`config.mk`:
```
export PLATFORM = sky130hd
export DESIGN_NAME = brres_unit
export DESIGN_NICKNAME = d
export VERILOG_FILES = /design/src/rtl/brres_pkg.sv /design/src/rtl/brres_decode.sv /design/src/rtl/brres_cond.sv /design/src/rtl/brres_target.sv /design/src/rtl/brres_unit.sv
export SDC_FILE = /design/constraint.sdc
export NUM_CORES = 1
export LEC_CHECK = 0
export BUFFER_PORTS_ARGS = -buffer_cell sky130_fd_sc_hd__buf_2
export CORE_ASPECT_RATIO = 2
export CORE_MARGIN = 4
export CORE_UTILIZATION = 42
export CTS_CLUSTER_DIAMETER = 120
export DETAILED_ROUTE_END_ITERATION = 7
export PLACE_DENSITY = 0.7
export SLEW_MARGIN = 20
export SYNTH_ARGS = -nofsm -noshare
export SYNTH_HDL_FRONTEND = slang
export SYNTH_HIERARCHICAL = 1
export SYNTH_SLANG_ARGS = --single-unit
```
`constraint.sdc`:
```
create_clock -name clk -period 0.8 [get_ports clk]
set_input_delay 0.08 -clock clk [delete_from_list [all_inputs] [get_ports clk]]
set_output_delay 0.08 -clock clk [all_outputs]
set_load 0.03 [all_outputs]
```
`src/rtl/brres_pkg.sv`:
```
package brres_pkg;
   localparam int INSN_W   = 16;
   localparam int CODE_W   = 4;
   localparam int REGSEL_W = 3;
   localparam int DIR_W    = 3;
   localparam int OFS_W    = 6;
   localparam logic [REGSEL_W-1:0] PC_REG = 3'd7;

   typedef enum logic [CODE_W-1:0] {
      CC_CCLR, CC_CSET, CC_SCLR, CC_SSET, CC_ZCLR, CC_ZSET, CC_NCLR, CC_NSET,
      CC_NOT_HI, CC_HI, CC_NOT_GT, CC_GT, CC_NS_EQ, CC_NS_NE, CC_ALWAYS, CC_SPECIAL
   } cond_code_e;

   typedef struct packed {
      cond_code_e           code;
      logic [REGSEL_W-1:0]  dest;
      logic [DIR_W-1:0]     dir;
      logic [OFS_W-1:0]     ofs;
   } insn_fields_t;

   typedef struct packed {
      logic c;
      logic z;
      logic s;
      logic n;
   } flags_t;
endpackage

```
`src/rtl/brres_decode.sv`:
```
module brres_decode
   import brres_pkg::*;
(
   input  logic               clk,
   input  logic               rst_n,
   input  logic [INSN_W-1:0]  insn_i,
   output insn_fields_t       fields_o,
   output logic               is_jump_o,
   output logic               special_o,
   output logic               backward_o
);
   logic dest_is_pc;

   assign fields_o   = insn_fields_t'(insn_i);
   assign dest_is_pc = (fields_o.dest == PC_REG);
   assign is_jump_o  = dest_is_pc && (fields_o.code != CC_SPECIAL);
   assign special_o  = dest_is_pc && (fields_o.code == CC_SPECIAL);
   assign backward_o = |fields_o.dir;


   excl_kind_chk: assert property (@(posedge clk) disable iff (!rst_n)
      !(is_jump_o && special_o));
endmodule

```
`src/rtl/brres_cond.sv`:
```
module brres_cond
   import brres_pkg::*;
(
   input  logic        clk,
   input  logic        rst_n,
   input  cond_code_e  code_i,
   input  flags_t      flags_i,
   output logic        cond_o
);
   logic hi_cond;
   logic gt_cond;

   assign hi_cond = !flags_i.z && flags_i.c;
   assign gt_cond = !flags_i.z && !flags_i.s;

   always_comb begin
      unique case (code_i)
         CC_CCLR:    cond_o = !flags_i.c;
         CC_CSET:    cond_o =  flags_i.c;
         CC_SCLR:    cond_o = !flags_i.s;
         CC_SSET:    cond_o =  flags_i.s;
         CC_ZCLR:    cond_o = !flags_i.z;
         CC_ZSET:    cond_o =  flags_i.z;
         CC_NCLR:    cond_o = !flags_i.n;
         CC_NSET:    cond_o =  flags_i.n;
         CC_NOT_HI:  cond_o = !hi_cond;
         CC_HI:      cond_o =  hi_cond;
         CC_NOT_GT:  cond_o = !gt_cond;
         CC_GT:      cond_o =  gt_cond;
         CC_NS_EQ:   cond_o = (flags_i.n == flags_i.s);
         CC_NS_NE:   cond_o = (flags_i.n != flags_i.s);
         CC_ALWAYS:  cond_o = 1'b1;
         default:    cond_o = 1'b0;
      endcase
   end


   always_taken_chk: assert property (@(posedge clk) disable iff (!rst_n)
      (code_i == CC_ALWAYS) |-> cond_o);
endmodule

```
`src/rtl/brres_target.sv`:
```
module brres_target
   import brres_pkg::*;
#(
   parameter int PC_W  = 16,
   parameter int STYLE = 0
)(
   input  logic             clk,
   input  logic             rst_n,
   input  logic [PC_W-1:0]  pc_i,
   input  logic [OFS_W-1:0] ofs_i,
   input  logic             backward_i,
   input  logic             taken_i,
   output logic [PC_W-1:0]  next_pc_o
);
   localparam int EXT_W = PC_W - OFS_W;
   localparam logic [PC_W-1:0] ONE = PC_W'(1);

   logic [PC_W-1:0] ofs_ext;
   assign ofs_ext = {{EXT_W{1'b0}}, ofs_i};

   generate
      if (STYLE == 0) begin : g_parallel
         logic [PC_W-1:0] seq_pc, fwd_pc, bwd_pc;
         assign seq_pc = pc_i + ONE;
         assign fwd_pc = pc_i + ofs_ext;
         assign bwd_pc = pc_i - ofs_ext;
         always_comb begin
            if (!taken_i)        next_pc_o = seq_pc;
            else if (backward_i) next_pc_o = bwd_pc;
            else                 next_pc_o = fwd_pc;
         end
      end else begin : g_shared
         logic [PC_W-1:0] operand;
         logic            carry_in;
         always_comb begin
            if (!taken_i)        operand = ONE;
            else if (backward_i) operand = ~ofs_ext;
            else                 operand = ofs_ext;
         end
         assign carry_in  = taken_i && backward_i;
         assign next_pc_o = pc_i + operand + {{(PC_W-1){1'b0}}, carry_in};
      end
   endgenerate


   seq_pc_chk: assert property (@(posedge clk) disable iff (!rst_n)
      !taken_i |-> (next_pc_o == pc_i + ONE));
endmodule

```
`src/rtl/brres_unit.sv`:
```
module brres_unit
   import brres_pkg::*;
#(
   parameter int PC_W        = 16,
   parameter int REG_OUT     = 1,
   parameter int ADDER_STYLE = 0
)(
   input  logic               clk,
   input  logic               rst_n,
   input  logic [INSN_W-1:0]  insn_i,
   input  logic [PC_W-1:0]    pc_i,
   input  logic               flag_c_i,
   input  logic               flag_z_i,
   input  logic               flag_s_i,
   input  logic               flag_n_i,
   output logic               is_jump_o,
   output logic               taken_o,
   output logic [PC_W-1:0]    next_pc_o,
   output logic               special_o
);
   generate
      if (PC_W <= OFS_W) begin : g_bad_pc_w
         $error("brres_unit: PC_W must exceed the offset width");
      end
      if (REG_OUT != 0 && REG_OUT != 1) begin : g_bad_reg_out
         $error("brres_unit: REG_OUT must be 0 or 1");
      end
      if (ADDER_STYLE != 0 && ADDER_STYLE != 1) begin : g_bad_style
         $error("brres_unit: ADDER_STYLE must be 0 or 1");
      end
   endgenerate

   insn_fields_t    fields;
   flags_t          flags;
   logic            jump_c, special_c, backward_c, cond_c, taken_c;
   logic [PC_W-1:0] next_pc_c;

   assign flags = '{c: flag_c_i, z: flag_z_i, s: flag_s_i, n: flag_n_i};

   brres_decode u_decode (
      .clk        (clk),
      .rst_n      (rst_n),
      .insn_i     (insn_i),
      .fields_o   (fields),
      .is_jump_o  (jump_c),
      .special_o  (special_c),
      .backward_o (backward_c)
   );

   brres_cond u_cond (
      .clk     (clk),
      .rst_n   (rst_n),
      .code_i  (fields.code),
      .flags_i (flags),
      .cond_o  (cond_c)
   );

   assign taken_c = jump_c && cond_c;

   brres_target #(.PC_W(PC_W), .STYLE(ADDER_STYLE)) u_target (
      .clk        (clk),
      .rst_n      (rst_n),
      .pc_i       (pc_i),
      .ofs_i      (fields.ofs),
      .backward_i (backward_c),
      .taken_i    (taken_c),
      .next_pc_o  (next_pc_o_c_wire)
   );

   logic [PC_W-1:0] next_pc_o_c_wire;
   assign next_pc_c = next_pc_o_c_wire;

   generate
      if (REG_OUT == 1) begin : g_reg
         always_ff @(posedge clk or negedge rst_n) begin
            if (!rst_n) begin
               is_jump_o <= 1'b0;
               taken_o   <= 1'b0;
               next_pc_o <= '0;
               special_o <= 1'b0;
            end else begin
               is_jump_o <= jump_c;
               taken_o   <= taken_c;
               next_pc_o <= next_pc_c;
               special_o <= special_c;
            end
         end
      end else begin : g_comb
         assign is_jump_o = jump_c;
         assign taken_o   = taken_c;
         assign next_pc_o = next_pc_c;
         assign special_o = special_c;
      end
   endgenerate


   taken_is_jump_chk: assert property (@(posedge clk) disable iff (!rst_n)
      taken_o |-> is_jump_o);


   special_not_taken_chk: assert property (@(posedge clk) disable iff (!rst_n)
      special_o |-> !taken_o);
endmodule

```
Yosys cells after proc, flatten, opt, wreduce, memory -nomap -nowiden
Index checks and enable logic that the tools add are counted.
{"block": "totals", "regBits": 19, "inputBits": 38, "out_inout_bits": 19, "elab_cells": 42}
{"block": "op_classes", "addsub": 3, "eq_ne": 19, "muxes": 3, "n_reduce_logical": 13}
{"cell": "4-bit == test (second input constant)", "count": 8}
{"cell": "16-bit two-way mux", "count": 2}
{"cell": "16-bit by 1-bit adder with 16-bit output (second input constant)", "count": 1}
{"cell": "16-bit by 6-bit adder with 16-bit output", "count": 1}
{"cell": "4-bit by 3-bit == test with 1-bit output (second input constant)", "count": 4}
{"cell": "16-bit by 6-bit subtractor with 16-bit output", "count": 1}
{"cell": "1-bit case mux with 15 select lines", "count": 1}
{"cell": "4-bit by 2-bit == test with 1-bit output (second input constant)", "count": 2}
{"cell": "1-bit logical NOT", "count": 6}
{"cell": "1-bit logical AND", "count": 5}
{"cell": "4-bit by 1-bit == test with 1-bit output (second input constant)", "count": 1}
{"cell": "4-bit logical NOT", "count": 1}
{"cell": "4-bit inequality test (second input constant)", "count": 1}
{"cell": "3-bit == test (second input constant)", "count": 1}
{"cell": "3-bit OR reduction", "count": 1}
{"cell": "1-bit == test", "count": 1}
{"cell": "1-bit inequality test", "count": 1}

Longest topological paths before layout
Gate-level depths: netlist of the first run.
{"block": "logic_depth", "word_depth": 6, "mapped_depth": 18, "depth_no_buf": 15}

Hierarchy
Netlist of the first run, hierarchy kept.
{"mod": "brres_target", "instances": 1, "cells_each": 124, "area_per_inst_um2": 899.6, "seq_area_each_um2": 0.0}
{"mod": "brres_unit", "instances": 1, "cells_each": 20, "area_per_inst_um2": 481.7, "seq_area_each_um2": 475.5}
{"mod": "brres_cond", "instances": 1, "cells_each": 22, "area_per_inst_um2": 157.7, "seq_area_each_um2": 0.0}
{"mod": "brres_decode", "instances": 1, "cells_each": 21, "area_per_inst_um2": 147.6, "seq_area_each_um2": 0.0}

Worst setup path before layout of the first run
Ideal clock, no wire load.
{"block": "synth_path", "path_kind": "input -> register", "from": "input port insn_i[12]", "to": "register next_pc_o[12]", "setup_ps": 80, "arrival_ps": 2933, "t_required_ps": 720, "setup_slack_ps": -2213, "path_stages": 18, "path_buffers": 3, "cell_sequence": "buf_4 buf_2 nand3b_1 o31ai_1 a221oi_1 o311ai_1 and2_1 clkbuf_1 nand2_1 ha_1 inv_1 fa_1 a21o_1 a31o_1 o31ai_2 o21bai_1 a311oi_2 xnor2_1"}
{"block": "synth_between", "elab_chain_cells": 4, "elab_cells_between_ends": 20, "cone_classes": "eq/ne (15); mux (2); reduce/logical (3)"}
{"element": "from (decl)", "line_no": "brres_unit.sv:10", "source": "input logic [INSN_W-1:0] insn_i,"}
{"element": "4-bit == test (tied with other cells)", "line_no": "brres_cond.sv:17", "source": "unique case (code_i)"}
{"element": "1-bit case mux with 15 select lines (*)", "line_no": "brres_cond.sv:17"}
{"element": "via cond_c", "line_no": "brres_unit.sv:35", "source": "logic jump_c, special_c, backward_c, cond_c, taken_c;"}
{"element": "1-bit logical AND (*)", "line_no": "brres_unit.sv:58", "source": "assign taken_c = jump_c && cond_c;"}
{"element": "via taken_c", "line_no": "brres_unit.sv:35"}
{"element": "16-bit two-way mux (*)", "line_no": "brres_target.sv:28", "source": "if (!taken_i) next_pc_o = seq_pc;"}
{"element": "via next_pc_c[12]", "line_no": "brres_unit.sv:36", "source": "logic [PC_W-1:0] next_pc_c;"}
{"element": "to (signal assigned)", "line_no": "brres_unit.sv:84", "source": "next_pc_o <= next_pc_c;"}
{"element": "to (decl)", "line_no": "brres_unit.sv:18", "source": "output logic [PC_W-1:0] next_pc_o,"}
Mark *: on every way through the listed nets, which the timed path passes. The rest lies on a longest branch.

Worst setup path after layout of the first run
Ends and elaborated chain as after synthesis.

==> impl_metrics.json, run 1 <==
{
  "place_hpwl_um": 3770,
  "cp_slowest_cell": "fa_2",
  "leakage_nw": 1.49,
  "slew_headroom": 0.501,
  "violations": "setup timing",
  "port_buffers": 56,
  "crit_top_cell": "o31ai_2",
  "clock-sinks": 19,
  "crit_chain": "buf_12 -> nand3b_1 -> o31ai_2 -> a221oi_2 -> o311ai_2 -> and2_4 -> nand2_4 -> ha_4 -> inv_2 -> fa_2 -> a21o_1 -> a31o_1 -> o31ai_2 -> o21bai_2 -> a311oi_2 -> xnor2_1",
  "multiInputGateArea_mm2": 0.00148,
  "postRouteAntennaNets": 0,
  "p_clk_frac": 0.202,
  "rsz0062_at_grt": "true",
  "avgSynthCellArea_um2": 9.07,
  "crit_buf_inv": 2,
  "die_area_mm2": 0.00503,
  "dr.first_iter.drc_count": 60,
  "yosys_warnings": 6,
  "timing_worst_setup_path_type": "in2reg",
  "worstHoldPathType": "in2reg",
  "grtUsageMet1": 0.266,
  "fin_area_mm2": 0.00312,
  "vdd_drop_max_v": 0.000815,
  "grtUsageMet2": 0.509,
  "setup_tns_ns": -25.52,
  "gp_congestion": 0.914,
  "dp_cells": 325,
  "p_sw_mw": 1.26,
  "root_buffer": "clkbuf_8",
  "tightestPinTransition_ns": 0.742,
  "cp_data_required_time_ns": 0.97,
  "synth_cells": 181,
  "end_kind": "flop",
  "period_needed_ns": 2.64,
  "status": "finished with violations",
  "nets": 356,
  "drc": 0,
  "firstDrtPassIters": 6,
  "regArea_um2": 475,
  "diodes": 0,
  "cap_violations": 0,
  "antenna_found_initial": 0,
  "cp-start-kind": "primary input",
  "num-fill-cells": 184,
  "layout-drive-gt1-share": 0.645,
  "busiest_layer": "met2",
  "final_hold_viol_count": 0,
  "grt_pass1_wl_um": 9870,
  "grtUsageMet3": 0.0246,
  "final_cells": 348,
  "track_usage": 0.264,
  "syn_area_mm2": 0.00164,
  "io_pins": 57,
  "slew_violations": 0,
  "row_count": 31,
  "die_y_um": 96.4,
  "globalRoute.totalOverflow": 0,
  "post-route-period-util": 3.30,
  "vias_per_cell": 5.52,
  "cts_tree": "yes",
  "setup_slack_ns": -1.84,
  "path_delay_family": "compound AO/OA/AOI/OAI gates",
  "clkSlewWorstSetupHoldPaths_ns": 0.08,
  "p_int_mw": 2.26,
  "clockBufferDepth": 2,
  "grt_pass1_vias": 2082,
  "htree_levels": 1,
  "numCtsBuffers": 3,
  "crit_path_max_fanout": 7,
  "p_total_mw": 3.51,
  "holdWs_ns": 0.0962,
  "synthesis.nets": 237,
  "max_stage_delay_ns": 0.33,
  "post-place-ws_ns": -2.27,
  "powerDensity_mw_per_mm2": 1130,
  "vias": 1921,
  "setup_viol": 36,
  "syn_to_final_growth_pct": 89.9,
  "postPlaceCellArea_mm2": 0.00236,
  "p_comb_frac": 0.480,
  "grt_max_degree": 20,
  "post-route-util": 0.846,
  "design.core.area_mm2": 0.00368,
  "p_seq_frac": 0.318,
  "max_freq_mhz": 379,
  "wirelength_um": 6700,
  "die_w_um": 52.2,
  "start_util": 0.446,
  "critPathArrivalTime_ns": 2.81,
  "switching_share": 0.358,
  "wl_per_cell_um": 19.2
}
[registers in the layout (all words and copies together), names as in the netlist]
register / cells
special_o: 1
taken_o: 1
is_jump_o: 1
next_pc_o: 16
[power groups by stage]
stage | combinational (mW) | sequential [mW] | clock, mW
after global routing | 1.78 | 1.13 | 0.756
final | 1.69 | 1.12 | 0.709
after detailed placement | 1.18 | 1.10 | 0
after CTS | 1.53 | 1.11 | 0.705
after global placement | 1.16 | 1.10 | 0
after floorplan | 0.492 | 1.32 | 0
[tightest hold or removal path: cells and delay by family]
kind / cells / cell delay (ns)
AND/OR/NAND/NOR: 2 / 0.14
buffers and inverters: 1 / 0.10
[routing by layer]
metal / part of all wire / wire, µm
met4: 0.046 / 308
met2: 0.57 / 3820
met1: 0.33 / 2240
met5: 0 / 0
met3: 0.049 / 326
[cell usage in the layout (no fill, tap or decap), types with 5 or more instances in the layout]
cell type and n:
buf_2 32, ha_4 10, dfrtp_1 19, ha_1 7
nor2_1 9, nand2_1 5, buf_4 56, a21oi_4 5
xor2_1 6, a21o_1 5, a21oi_2 9, xnor2_1 9
buf_6 34
[worst paths after layout]
kind	from	endpoint	slack (ns)	depth (start not counted)
setup / recovery	insn_i[12]	next_pc_o[12]	-1.84	16
hold / removal	insn_i[9]	special_o	0.1	3
max in group asynchronous	rst_n	next_pc_o[7]	0.19	2
min in group asynchronous	rst_n	next_pc_o[3]	0.30	2
[area by class of cell]
cell class,instances,area share
well taps,49,0.0197
multi-input cells,143,0.474
clock inverters,1,0.00241
repair buffers,126,0.330
inverters,7,0.00843
flip-flops and latches,19,0.152
clock buffers,3,0.0132
[repair_timing]
item,CTS,global route
hold buffers,1,0
pin swaps,32,26
hold endpoints to repair,19,0
setup buffers,15,8
gates resized for setup,111,24
cloned,1,0
endpoints found under the setup margin,36,36
No activity file was read; power rests on OpenSTA's default activity.
==> run 2: changes to the inputs <==
==> constraint.sdc (replaced) <==
create_clock -name clk -period 2.3 [get_ports clk]
set_input_delay 0.23 -clock clk [delete_from_list [all_inputs] [get_ports clk]]
set_output_delay 0.23 -clock clk [all_outputs]
set_load 0.03 [all_outputs]
==> impl_metrics.json, run 2 (synthesis results as in run 1) <==
{
  "setup_viol": 11,
  "grt_pass1_wl_um": 8010,
  "gp_congestion": 0.901,
  "clockBufferDepth": 2,
  "die_area_mm2": 0.00503,
  "final_hold_viol_count": 0,
  "row_count": 31,
  "globalRoute.totalOverflow": 0,
  "end_kind": "flop",
  "violations": "setup timing",
  "final_common_cell": "buf_4",
  "regMostFlops": "next_pc_o",
  "layout-drive-gt1-share": 0.567,
  "min-delay-start": "insn_i[9]",
  "die_y_um": 96.4,
  "largest_reg_flops": 16,
  "num-fill-cells": 240,
  "syn_to_final_growth_pct": 67.8,
  "vias": 1731,
  "critPathArrivalTime_ns": 2.76,
  "setup_slack_ns": -0.312,
  "wl_per_cell_um": 14.6,
  "timing_worst_setup_path_type": "in2reg",
  "cts_tree": "yes",
  "post-route-period-util": 1.14,
  "leakage_nw": 1.37,
  "vias_per_cell": 5.12,
  "layout_common_cells": "55 x buf_4, 51 x buf_2, 19 x dfrtp_1, 11 x nor2_1",
  "worstHoldPathType": "in2reg",
  "io_pins": 57,
  "holdPathEnd": "special_o",
  "die_w_um": 52.2,
  "fin_area_mm2": 0.00275,
  "crit_path_max_fanout": 7,
  "place_hpwl_um": 3680,
  "wirelength_um": 4950,
  "drc": 0,
  "slew_violations": 0,
  "antenna_found_initial": 0,
  "diodes": 0,
  "multiInputGateArea_mm2": 0.00134,
  "status": "finished with violations",
  "grt_max_degree": 20,
  "start_util": 0.446,
  "cp-start-kind": "primary input",
  "p_total_mw": 1.10,
  "slew_headroom": 0.699,
  "regArea_um2": 475,
  "postPlaceCellArea_mm2": 0.00235,
  "root_buffer": "clkbuf_8",
  "numCtsBuffers": 3,
  "design.core.area_mm2": 0.00368,
  "holdPathStages": 3,
  "postRouteAntennaNets": 0,
  "nets": 346,
  "vdd_drop_max_v": 0.000262,
  "period_needed_ns": 2.61,
  "cp_data_required_time_ns": 2.45,
  "clkSlewWorstSetupHoldPaths_ns": 0.08,
  "powerDensity_mw_per_mm2": 401,
  "cap_violations": 0,
  "max_freq_mhz": 383,
  "dr.first_iter.drc_count": 30,
  "tightestPinTransition_ns": 0.452,
  "clock-sinks": 19,
  "htree_levels": 1,
  "grt_pass1_vias": 1833,
  "rsz0062_at_grt": "true",
  "track_usage": 0.213,
  "port_buffers": 56,
  "firstDrtPassIters": 4
}
==> run 2: power by group <==
part	total [mW]	switching, mW	internal, mW
Combinational	0.478	0.252	0.226
Clock	0.249	0.126	0.122
Sequential	0.377	0.00785	0.369
==> run 2: worst max path at each step <==
stage | cells after the start | slack [ns] | from | end
2_1_floorplan | 18 | -0.72 | insn_i[12] | next_pc_o[12]
3_3_place_gp | 16 | -0.78 | insn_i[12] | next_pc_o[12]
3_5_place_dp | 16 | -0.85 | insn_i[12] | next_pc_o[12]
4_1_cts | 16 | -0.27 | insn_i[12] | next_pc_o[12]
5_1_grt | 16 | -0.49 | insn_i[12] | next_pc_o[12]
6_report | 16 | -0.31 | flag_s_i | next_pc_o[12]
==> run 2: critical path, stage by stage <==
cell and delay [ns]:
buf_8 0.10, nand2b_4 0.13, a21oi_2 0.14, mux2i_1 0.20
o311ai_1 0.11, and2_4 0.19, nand2_4 0.06, ha_4 0.12
inv_2 0.04, fa_2 0.35, a21o_1 0.20, a31o_1 0.22
o31ai_2 0.22, o21bai_2 0.11, a311oi_2 0.23, xnor2_1 0.11
==> run 2: routing by layer <==
layer  wire length [µm]  vias up  share of wire  GRT usage
met4                169        0          0.034      0.130
li1                   -      859              -          -
met3                154       12          0.031    0.00922
met5                  0        -              0          0
met2               2890       45           0.58      0.412
met1               1740      815           0.35      0.213
==> run 2: through the flow <==
step	TNS [ns]	util	hold WS (ns)	instances	setup WS [ns]
4_1_cts	-1.72	0.733	0.228	339	-0.275
3_5_place_dp	-7.79	0.637	0.199	326	-0.854
5_1_grt	-3.62	0.747	0.262	338	-0.487
6_report	-1.87	0.747	0.236	338	-0.312
3_3_place_gp	-6.97	0.637	0.190	326	-0.779
2_1_floorplan	-5.01	-	-0.0656	181	-0.725
==> run 2: cell type report <==
class                      count  share of cell area
clock buffer                   3              0.0150
clock inverter                 1             0.00273
inverter                       7             0.00954
multi-input combinational    142               0.485
sequential                    19               0.173
tap                           49              0.0223
timing repair buffer         117               0.293
==> run 2: what timing repair did <==
item / in CTS / in global routing
hold buffers: 1 / 0
endpoints found under the hold margin: 19 / 0
gates cloned: 0 / 0
pin swaps: 24 / 11
gates resized for setup: 50 / 12
endpoints found under the setup margin: 11 / 11
setup buffers: 8 / 0
==> run 3: changes to the inputs <==
--- a/config.mk
+++ b/config.mk
@@ -8,10 +8,10 @@
 export BUFFER_PORTS_ARGS = -buffer_cell sky130_fd_sc_hd__buf_2
 export CORE_ASPECT_RATIO = 2
 export CORE_MARGIN = 4
-export CORE_UTILIZATION = 42
+export CORE_UTILIZATION = 46
 export CTS_CLUSTER_DIAMETER = 120
 export DETAILED_ROUTE_END_ITERATION = 7
-export PLACE_DENSITY = 0.7
+export PLACE_DENSITY = 0.75
 export SLEW_MARGIN = 20
 export SYNTH_ARGS = -nofsm -noshare
 export SYNTH_HDL_FRONTEND = slang
==> impl_metrics.json, run 3 (synthesis results as in run 1) <==
{
  "cap_violations": 0,
  "timing_worst_setup_path_type": "in2reg",
  "post-route-period-util": 1.19,
  "cp_data_required_time_ns": 2.49,
  "end_kind": "flop",
  "vias_per_cell": 5.48,
  "postRouteAntennaNets": 0,
  "globalRoute.totalOverflow": 0,
  "regMostFlops": "next_pc_o",
  "final_cells": 343,
  "tightestPinTransition_ns": 0.438,
  "die_area_mm2": 0.00465,
  "vdd_drop_max_v": 0.000274,
  "p_total_mw": 1.11,
  "crit_chain": "buf_12 -> buf_6 -> mux2i_2 -> xor2_1 -> nand3b_1 -> o311ai_2 -> and2_4 -> and2_1 -> ha_4 -> a21o_1 -> o2bb2ai_1 -> a21oi_1 -> buf_4 -> a31oi_4 -> a221oi_2 -> o31a_1",
  "track_usage": 0.238,
  "cp-start-kind": "primary input",
  "numCtsBuffers": 3,
  "layout-drive-gt1-share": 0.583,
  "io_pins": 57,
  "p_sw_mw": 0.388,
  "rsz0062_at_grt": "true",
  "p_seq_frac": 0.340,
  "cp_slowest_cell": "a221oi_2",
  "max_stage_delay_ns": 0.27,
  "start_util": 0.481,
  "gp_congestion": 0.889,
  "worstHoldPathType": "in2reg",
  "postPlaceCellArea_mm2": 0.00240,
  "design.core.area_mm2": 0.00342,
  "firstDrtPassIters": 4,
  "crit_path_max_fanout": 7,
  "powerDensity_mw_per_mm2": 395,
  "largest_reg_flops": 16,
  "dp_cells": 333,
  "place_hpwl_um": 3710,
  "final_common_cell": "buf_4",
  "die_w_um": 50.2,
  "min-delay-start": "insn_i[11]",
  "grt_max_degree": 20,
  "port_buffers": 56,
  "holdPathEnd": "special_o",
  "row_count": 30,
  "layout_common_cells": "58 x buf_4, 51 x buf_2, 19 x dfrtp_1, 11 x nor2_1, 10 x buf_6",
  "grt_pass1_vias": 1916,
  "p_int_mw": 0.721,
  "clockBufferDepth": 2,
  "htree_levels": 1,
  "final_hold_viol_count": 0,
  "slew_headroom": 0.708,
  "dr.first_iter.drc_count": 56,
  "p_comb_frac": 0.453,
  "syn_to_final_growth_pct": 71.1,
  "critPathArrivalTime_ns": 2.93,
  "setup_viol": 12,
  "antenna_found_initial": 0,
  "vias": 1879,
  "clkSlewWorstSetupHoldPaths_ns": 0.08,
  "wirelength_um": 5930,
  "drc": 0,
  "diodes": 0,
  "die_y_um": 92.5,
  "setup_slack_ns": -0.445,
  "clock-sinks": 19,
  "p_clk_frac": 0.207,
  "grt_pass1_wl_um": 8620,
  "violations": "setup timing",
  "period_needed_ns": 2.75,
  "holdPathStages": 3,
  "max_freq_mhz": 364,
  "fin_area_mm2": 0.00281,
  "root_buffer": "clkbuf_8",
  "switching_share": 0.350,
  "nets": 352,
  "slew_violations": 0,
  "status": "finished with violations",
  "leakage_nw": 1.41,
  "wl_per_cell_um": 17.3,
  "cts_tree": "yes"
}
run 3: cell count changes in the layout (fill, tap and decap cells not counted), sizes merged:
cell	before	now
and2	4	5
buf	116	121
clkinvlp	1	0
clkinv	0	1
run 3: stage by stage:
| step | setup TNS [ns] | util | hold slack (ns) | setup WS, ns |
|---|---|---|---|---|
| final | -3.18 | 0.822 | 0.241 | -0.445 |
| after global placement | -7.58 | 0.704 | 0.179 | -0.813 |
| after floorplan | -5.01 | - | -0.0656 | -0.725 |
| after CTS | -2.12 | 0.789 | 0.215 | -0.333 |
| after global routing | -4.59 | 0.822 | 0.235 | -0.567 |
| after detailed placement | -8.49 | 0.704 | 0.181 | -0.872 |
run 3: area by class of cell:
class / instances / area [µm²]
Clock inverter: 1 / 5.00
Clock buffer: 3 / 41.3
Tap cell: 48 / 60.1
Inverter: 7 / 26.3
Sequential cell: 19 / 475
Timing Repair Buffer: 122 / 848
Fill cell: 204 / 607
Multi-Input combinational cell: 143 / 1350
run 3: metal layers:
layer  GRT usage  up-vias  part of all wire
met5           0        -                 0
met4       0.134        0             0.038
met3      0.0177       26             0.043
met2       0.465       86              0.59
met1       0.232      896              0.33
li1            -      871                 -
run 3: what timing repair did:
action                                 CTS  global route
setup endpoints to repair               13            13
endpoints found under the hold margin   19             0
cloned                                   1             0
hold buffers                             1             0
pin swaps                               11            16
gates resized for setup                 43            20
setup buffers                            4             3
run 3: critical path: cells and delay by family:
kind,cells,cell delay (ns)
xor gates and xnor gates,1,0.19
buffers and inverters,3,0.39
and+or+nand+nor,3,0.56
muxes,1,0.18
adders and majority gates,1,0.22
AOI/OAI and AO/OA,7,1.16
run 3: power groups by stage:
stage               sequential, mW  clock, mW  combinational [mW]
floorplan                    0.461          0               0.166
global placement             0.383          0               0.402
detailed placement           0.384          0               0.412
CTS                          0.378      0.231               0.459
global route                 0.381      0.250               0.532
finish                       0.377      0.230               0.502
run 3: worst max-delay path by stage:
stage,startpoint,endpoint,cells after the start
floorplan,insn_i[12],next_pc_o[12],18
CTS,insn_i[13],next_pc_o[12],15
finish,insn_i[13],next_pc_o[13],16
global placement,insn_i[12],next_pc_o[12],16
global route,insn_i[13],next_pc_o[13],16
detailed placement,insn_i[12],next_pc_o[12],15
